<file path="src/rtl/spd_resp_pkg.sv">
package spd_resp_pkg;
  localparam int unsigned NUM_BLK    = 4;
  localparam int unsigned BLK_W      = $clog2(NUM_BLK);
  localparam int unsigned BYTE_BITS  = 8;
  localparam logic [3:0]  PREAMBLE   = 4'b0110;

  localparam logic [2:0] OP_CLR = 3'd4;
  localparam logic [2:0] OP_RSV = 3'd5;

  typedef struct packed {
    logic [3:0] pre;
    logic [2:0] op;
    logic       rd;
  } cmd_t;
endpackage

</file>
<file path="src/rtl/spd_line_sync.sv">
module spd_line_sync #(
  parameter int unsigned STAGES = 2
) (
  input  logic clk_i,
  input  logic rst_ni,
  input  logic scl_i,
  input  logic sda_i,
  output logic sda_o,
  output logic scl_rise_o,
  output logic scl_fall_o,
  output logic start_o,
  output logic stop_o
);
  logic [STAGES-1:0] scl_sr, sda_sr;
  logic scl_q, sda_q, scl_s, sda_s;

  always_ff @(posedge clk_i or negedge rst_ni) begin
    if (!rst_ni) begin
      scl_sr <= '1;
      sda_sr <= '1;
      scl_q  <= 1'b1;
      sda_q  <= 1'b1;
    end else begin
      scl_sr <= {scl_sr[STAGES-2:0], scl_i};
      sda_sr <= {sda_sr[STAGES-2:0], sda_i};
      scl_q  <= scl_s;
      sda_q  <= sda_s;
    end
  end

  assign scl_s      = scl_sr[STAGES-1];
  assign sda_s      = sda_sr[STAGES-1];
  assign sda_o      = sda_s;
  assign scl_rise_o = scl_s & ~scl_q;
  assign scl_fall_o = ~scl_s & scl_q;
  assign start_o    = scl_s & scl_q & sda_q & ~sda_s;
  assign stop_o     = scl_s & scl_q & ~sda_q & sda_s;
endmodule

</file>
<file path="src/rtl/spd_bit_engine.sv">
module spd_bit_engine
  import spd_resp_pkg::*;
#(
  parameter int unsigned BITS = BYTE_BITS
) (
  input  logic            clk_i,
  input  logic            rst_ni,
  input  logic            start_i,
  input  logic            stop_i,
  input  logic            rise_i,
  input  logic            fall_i,
  input  logic            sda_i,
  output logic [BITS-1:0] byte_o,
  output logic            byte_rdy_o,
  output logic            slot_end_o,
  output logic [1:0]      idx_o
);
  localparam int unsigned CNT_W = $clog2(BITS + 1);
  localparam logic [CNT_W-1:0] CNT_FULL = CNT_W'(BITS);

  logic             active_q, in_slot_q;
  logic [CNT_W-1:0] cnt_q;

  always_ff @(posedge clk_i or negedge rst_ni) begin
    if (!rst_ni) begin
      active_q   <= 1'b0;
      in_slot_q  <= 1'b0;
      cnt_q      <= '0;
      byte_o     <= '0;
      byte_rdy_o <= 1'b0;
      slot_end_o <= 1'b0;
      idx_o      <= '0;
    end else begin
      byte_rdy_o <= 1'b0;
      slot_end_o <= 1'b0;
      if (start_i || stop_i) begin
        active_q  <= start_i;
        in_slot_q <= 1'b0;
        cnt_q     <= '0;
        idx_o     <= '0;
      end else if (active_q) begin
        if (rise_i && cnt_q < CNT_FULL) begin
          byte_o <= {byte_o[BITS-2:0], sda_i};
          cnt_q  <= cnt_q + 1'b1;
        end
        if (fall_i) begin
          if (cnt_q == CNT_FULL && !in_slot_q) begin
            in_slot_q  <= 1'b1;
            byte_rdy_o <= 1'b1;
          end else if (in_slot_q) begin
            in_slot_q  <= 1'b0;
            cnt_q      <= '0;
            slot_end_o <= 1'b1;
            if (idx_o != 2'd3) idx_o <= idx_o + 1'b1;  // saturates: 3 means "past data byte"
          end
        end
      end
    end
  end
endmodule

</file>
<file path="src/rtl/spd_cmd_ctrl.sv">
module spd_cmd_ctrl
  import spd_resp_pkg::*;
(
  input  logic               clk_i,
  input  logic               rst_ni,
  input  logic               start_i,
  input  logic               stop_i,
  input  logic               byte_rdy_i,
  input  logic               slot_end_i,
  input  logic [7:0]         byte_i,
  input  logic [1:0]         idx_i,
  output logic               sda_oe_o,
  output logic               wr_cycle_o,
  output logic [NUM_BLK-1:0] prot_o,
  output logic               bank_o
);
  cmd_t cmd_now, cmd_q;
  logic acc_q, ack_q, armed_q;
  logic ack_cmd, ack_now, setclr_q, sel_q;
  logic [BLK_W-1:0] blk_now, blk_q;

  assign cmd_now  = cmd_t'(byte_i);
  assign blk_now  = cmd_now.op[BLK_W-1:0];
  assign blk_q    = cmd_q.op[BLK_W-1:0];
  assign setclr_q = !cmd_q.rd && (!cmd_q.op[2] || cmd_q.op == OP_CLR);
  assign sel_q    = !cmd_q.rd && cmd_q.op[2:1] == 2'b11;

  always_comb begin
    ack_cmd = 1'b0;
    if (cmd_now.pre == PREAMBLE) begin
      if (!cmd_now.op[2])            ack_cmd = !prot_o[blk_now];
      else if (cmd_now.op[1])        ack_cmd = cmd_now.rd ? !bank_o : 1'b1;
      else if (cmd_now.op != OP_RSV) ack_cmd = !cmd_now.rd;
    end
  end

  always_comb begin
    unique case (idx_i)
      2'd0:    ack_now = ack_cmd;
      2'd1:    ack_now = acc_q && !cmd_q.rd;
      2'd2:    ack_now = acc_q && setclr_q;
      default: ack_now = 1'b0;
    endcase
  end

  always_ff @(posedge clk_i or negedge rst_ni) begin
    if (!rst_ni) begin
      cmd_q      <= '0;
      acc_q      <= 1'b0;
      ack_q      <= 1'b0;
      armed_q    <= 1'b0;
      sda_oe_o   <= 1'b0;
      wr_cycle_o <= 1'b0;
      prot_o     <= '0;
      bank_o     <= 1'b0;
    end else begin
      wr_cycle_o <= 1'b0;
      if (start_i || stop_i) begin
        sda_oe_o <= 1'b0;
        acc_q    <= 1'b0;
        ack_q    <= 1'b0;
        armed_q  <= 1'b0;
        if (stop_i && armed_q) begin
          wr_cycle_o <= 1'b1;
          if (cmd_q.op == OP_CLR) prot_o <= '0;
          else                    prot_o[blk_q] <= 1'b1;
        end
      end else begin
        if (byte_rdy_i) begin
          sda_oe_o <= ack_now;
          ack_q    <= ack_now;
          if (idx_i == 2'd0) begin
            cmd_q <= cmd_now;
            acc_q <= ack_cmd;
          end
          if (idx_i == 2'd2 && acc_q && sel_q) bank_o <= cmd_q.op[0];
        end
        if (slot_end_i) begin
          sda_oe_o <= 1'b0;
          // idx already advanced: 3 means the data byte slot just closed
          if (idx_i == 2'd3 && ack_q && setclr_q) armed_q <= 1'b1;
        end
      end
    end
  end
endmodule

</file>
<file path="src/rtl/spd_prot_responder.sv">
module spd_prot_responder
  import spd_resp_pkg::*;
#(
  parameter int unsigned SYNC_STAGES = 2
) (
  input  logic               clk_i,
  input  logic               rst_ni,
  input  logic               scl_i,
  input  logic               sda_i,
  output logic               sda_oe_o,
  output logic               wr_cycle_o,
  output logic [NUM_BLK-1:0] prot_o,
  output logic               bank_o
);
  logic sda_w, scl_rise_w, scl_fall_w, start_w, stop_w;
  logic byte_rdy_w, slot_end_w;
  logic [BYTE_BITS-1:0] byte_w;
  logic [1:0] idx_w;

  spd_line_sync #(.STAGES(SYNC_STAGES)) i_sync (
    .clk_i, .rst_ni, .scl_i, .sda_i,
    .sda_o(sda_w), .scl_rise_o(scl_rise_w), .scl_fall_o(scl_fall_w),
    .start_o(start_w), .stop_o(stop_w)
  );

  spd_bit_engine #(.BITS(BYTE_BITS)) i_bits (
    .clk_i, .rst_ni, .start_i(start_w), .stop_i(stop_w),
    .rise_i(scl_rise_w), .fall_i(scl_fall_w), .sda_i(sda_w),
    .byte_o(byte_w), .byte_rdy_o(byte_rdy_w), .slot_end_o(slot_end_w),
    .idx_o(idx_w)
  );

  spd_cmd_ctrl i_ctrl (
    .clk_i, .rst_ni, .start_i(start_w), .stop_i(stop_w),
    .byte_rdy_i(byte_rdy_w), .slot_end_i(slot_end_w),
    .byte_i(byte_w), .idx_i(idx_w),
    .sda_oe_o, .wr_cycle_o, .prot_o, .bank_o
  );
endmodule

</file>
<file path="config.mk">
export PLATFORM = sky130hd
export DESIGN_NAME = spd_prot_responder
export DESIGN_NICKNAME = d
export VERILOG_FILES = /design/src/rtl/spd_resp_pkg.sv /design/src/rtl/spd_line_sync.sv /design/src/rtl/spd_bit_engine.sv /design/src/rtl/spd_cmd_ctrl.sv /design/src/rtl/spd_prot_responder.sv
export SDC_FILE = /design/constraint.sdc
export NUM_CORES = 1
export LEC_CHECK = 0
export BUFFER_PORTS_ARGS = -buffer_cell sky130_fd_sc_hd__buf_4
export CORE_UTILIZATION = 55
export DETAILED_ROUTE_END_ITERATION = 8
export PLACE_DENSITY = 0.73
export SYNTH_ARGS = -nofsm -noshare
export SYNTH_HDL_FRONTEND = slang
export SYNTH_SLANG_ARGS = --single-unit
</file>
<file path="constraint.sdc">
create_clock -name clk_i -period 1.9 [get_ports clk_i]
set_input_delay 0.285 -clock clk_i [delete_from_list [all_inputs] [get_ports clk_i]]
set_output_delay 0.285 -clock clk_i [all_outputs]
set_load 0.005 [all_outputs]
</file>
==> results_dict.tcl <==
set metrics [dict create \
    status "completed" \
    holdPathStages 1 \
    topRoutingLayerUsed "met4" \
    fin_ws_ns 0.132 \
    holdWs_ns 0.0322 \
    worst_hold_startpoint "sda_i" \
    yosysTopAreaCell "dfrtp_1" \
    die_h_um 59.0 \
    crit_required_ns 2.17 \
    pin_count 11 \
    yosysTopAreaCellShare_pct 44.8 \
    ant_nets 0 \
    finalClockSkew_ns 0.00370 \
    min_to "i_sync.sda_sr[0]$_DFF_PN1_" \
    track_usage_pct 21.5 \
    clock_latency_ns 0.35 \
    synth_edf_count 0 \
    tightest_slew_ns 0.459 \
    p_int_mw 1.24 \
    die_x_um 59.0 \
    maxSlewViolCount 0 \
    ys_types 45 \
    rsz0062_at_grt "true" \
    drtIter0Drc 32 \
    final_core_util_pct 64.1 \
    ys_async_sr_fraction_pct 100 \
    syn_inst 147 \
    final_area_um2 1970 \
    p_clk_share_pct 25.5 \
    crit_type "reg -> reg" \
    grt_pass1_vias 1191 \
    crit_arrival_ns 2.03 \
    dpl_cell_area_um2 1900 \
    synth_ff_type "dfrtp_1" \
    hold_violations 0 \
    drv_cap 0 \
    avgViaCountPerCell 5.64 \
    wl_met1_mm 1.32 \
    preCtsSetupSlack_ns 0.0626 \
    vias 1161 \
    synth_fp_nets 157 \
    antenna_cells 0 \
    drc 0 \
    cts.sinks 38 \
    nFillCells 248 \
    die-area_um2 3480 \
    finalCritPeriodShare_pct 93.1 \
    drive_gt1_share_pct 28.4 \
    firstDrtPassIters 4 \
    r2r_end "i_ctrl.ack_q$_DFFE_PN0P_" \
    syn-mean-instance-area_um2 12.1 \
    grt_pass1_wl_mm 5.35 \
    cp-start-kind "flop" \
    rows 20 \
    clockRootBuffer "clkbuf_4" \
    p_per_area_nw_per_um2 868 \
    wl_per_cell_um 15.3 \
    dr_wl_met2_mm 1.63 \
    cts_max_path_buffers 2 \
    r2r_cells 6 \
    reg2reg_from "i_bits.idx_o[0]$_DFFE_PN0P_" \
    gp_congestion 0.817 \
    gr-total-overflow 0 \
    numCtsBuffers 5 \
    place_hpwl_mm 2.23 \
    cts_tree "yes" \
    core_area_um2 3080 \
    wl_met3_um 114 \
    grt_antenna_before_repair 0 \
    port_buffers 10 \
    final.min_clock_period_ns 1.77 \
    slew_headroom_pct 69.4 \
    synth.cell_area_um2 1790 \
    cp_max_fo 5 \
    pwr-share-comb_pct 13.6 \
    ys_top_cells_by_area "dfrtp_1 (45%), dfstp_2 (8.8%), mux2_2 (5.7%)" \
    timing.reg2reg.setup_slack_ns 0.13 \
    grt_max_degree 39 \
    synth_seq_cells 38 \
    start_util_pct 58.0 \
    wl_mm 3.14 \
    clkTransAtPathRegs_ns 0.10 \
    final_nets 171 \
    p_switching_mw 0.473 \
    p_total_mw 1.71 \
    max_freq_ghz 0.566 \
    htreeDepth 2 \
    leakagePower_nw 0.899 \
    max-vdd-ir-drop_v 0.000526 \
    ys_seq_area_share_pct 53.7 \
    yosysWarnings 0 \
    setup_viol 0 \
    endpoint_kind "flop" \
    area_growth_pct 10.5 \
    switching_share_pct 27.6 \
    hp-class "in -> reg" \
    seqPwrFrac_pct 60.9 \
]
## kinds of logic after synthesis
logic type,synth area share (%)
AND/OR/NAND/NOR,17.0
flip-flops,53.7
AO/OA/AOI/OAI,9.88
multiplexers,11.6
buffers and inverters,3.22
adder cells (fa/ha/maj),4.20
XOR/XNOR,0.491
## metrics by stage
stage          instances  setup TNS [ns]
2_1_floorplan        147               0
3_3_place_gp         197               0
3_5_place_dp         197               0
4_1_cts              206               0
5_1_grt              206         -0.0179
6_report             206               0
## power groups by stage
stage | clock network [mW] | registers (mW) | logic [mW]
after CTS | 0.452 | 1.04 | 0.237
after global routing | 0.477 | 1.06 | 0.262
final | 0.437 | 1.04 | 0.233
after detailed placement | 0 | 1.06 | 0.234
after floorplan | 0 | 1.01 | 0.194
after global placement | 0 | 1.05 | 0.221
## metal layers
metal / global-route usage, % / up-vias
met5: 0 / -
met4: 12.6 / 0
met3: 5.46 / 8
met2: 35.6 / 27
met1: 25.4 / 570
li1: - / 556
## worst max path at each step
stage	start	endpoint	depth (start not counted)
3_3_place_gp	i_sync.scl_sr[1]$_DFF_PN1_	i_bits.byte_o[6]$_DFFE_PN0P_	3
3_5_place_dp	i_sync.scl_sr[1]$_DFF_PN1_	i_bits.byte_o[5]$_DFFE_PN0P_	3
5_1_grt	i_bits.idx_o[0]$_DFFE_PN0P_	i_ctrl.ack_q$_DFFE_PN0P_	6
2_1_floorplan	i_sync.sda_sr[1]$_DFF_PN1_	flop	4
4_1_cts	i_sync.scl_sr[1]$_DFF_PN1_	i_bits.byte_o[5]$_DFFE_PN0P_	3
6_report	i_bits.idx_o[0]$_DFFE_PN0P_	i_ctrl.ack_q$_DFFE_PN0P_	6
## Yosys cell counts, types with 2 or more instances
master / count
a211o_1: 2
a21oi_1: 4
a22o_1: 2
a31oi_1: 2
and2_1: 2
and4b_1: 2
buf_4: 2
clkbuf_1: 2
dfrtp_1: 32
dfstp_2: 6
ha_1: 6
inv_1: 8
mux2_2: 9
mux2_4: 5
mux2i_1: 3
nand2_1: 11
nand2b_1: 3
nand3_1: 2
nand4b_1: 2
nor2_1: 8
o211ai_1: 2
o21ai_0: 6
o31ai_1: 2
or3_1: 3
## what timing repair did
action	CTS	global route
endpoints found under the hold margin	32	0
hold buffers	1	0
setup endpoints to repair	0	9
gates resized for setup	0	2
buffers inserted	0	0
## worst max-delay path, stage by stage (launching register included)
cell	delay, ns
dfrtp_1	0.43
inv_1	0.10
ha_1	0.20
and4bb_2	0.23
o311ai_0	0.14
a211o_1	0.32
a311oi_2	0.25
## flip-flops by register name (all words and copies together) (netlist names), 2 cells and up, named ones only
register	count
i_bits.byte_o	8
i_bits.cnt_q	4
i_bits.idx_o	2
i_ctrl.blk_q	2
i_ctrl.cmd_q	2
i_ctrl.prot_o	3
i_sync.scl_sr	2
i_sync.sda_sr	2
## layout by cell type, fill, tap and decap left out, types with 2 or more instances in the layout
| master | count |
|---|---|
| mux2_2 | 9 |
| buf_4 | 11 |
| a21oi_1 | 4 |
| a211o_1 | 2 |
| mux2i_1 | 3 |
| mux2_4 | 5 |
| o211ai_1 | 2 |
| ha_1 | 6 |
| and4b_1 | 2 |
| nand4b_1 | 2 |
| nand2_1 | 11 |
| clkbuf_4 | 5 |
| inv_1 | 8 |
| dfrtp_1 | 32 |
| o31ai_1 | 2 |
| a22o_1 | 2 |
| a31oi_1 | 2 |
| dfstp_2 | 6 |
| or3_1 | 3 |
| o21ai_0 | 6 |
| nor2_1 | 8 |
| nand3_1 | 2 |
| nand2b_1 | 3 |
## cell type report
type	instances	area, µm²	share of cell area [%]
tap	44	55.1	2.79
timing repair buffer	12	92.6	4.69
multi-input combinational	96	777	39.4
clock inverter	1	5.00	0.254
inverter	8	30.0	1.52
sequential	38	958	48.6
clock buffer	7	55.1	2.79
Power figures use the tool's default switching activity.
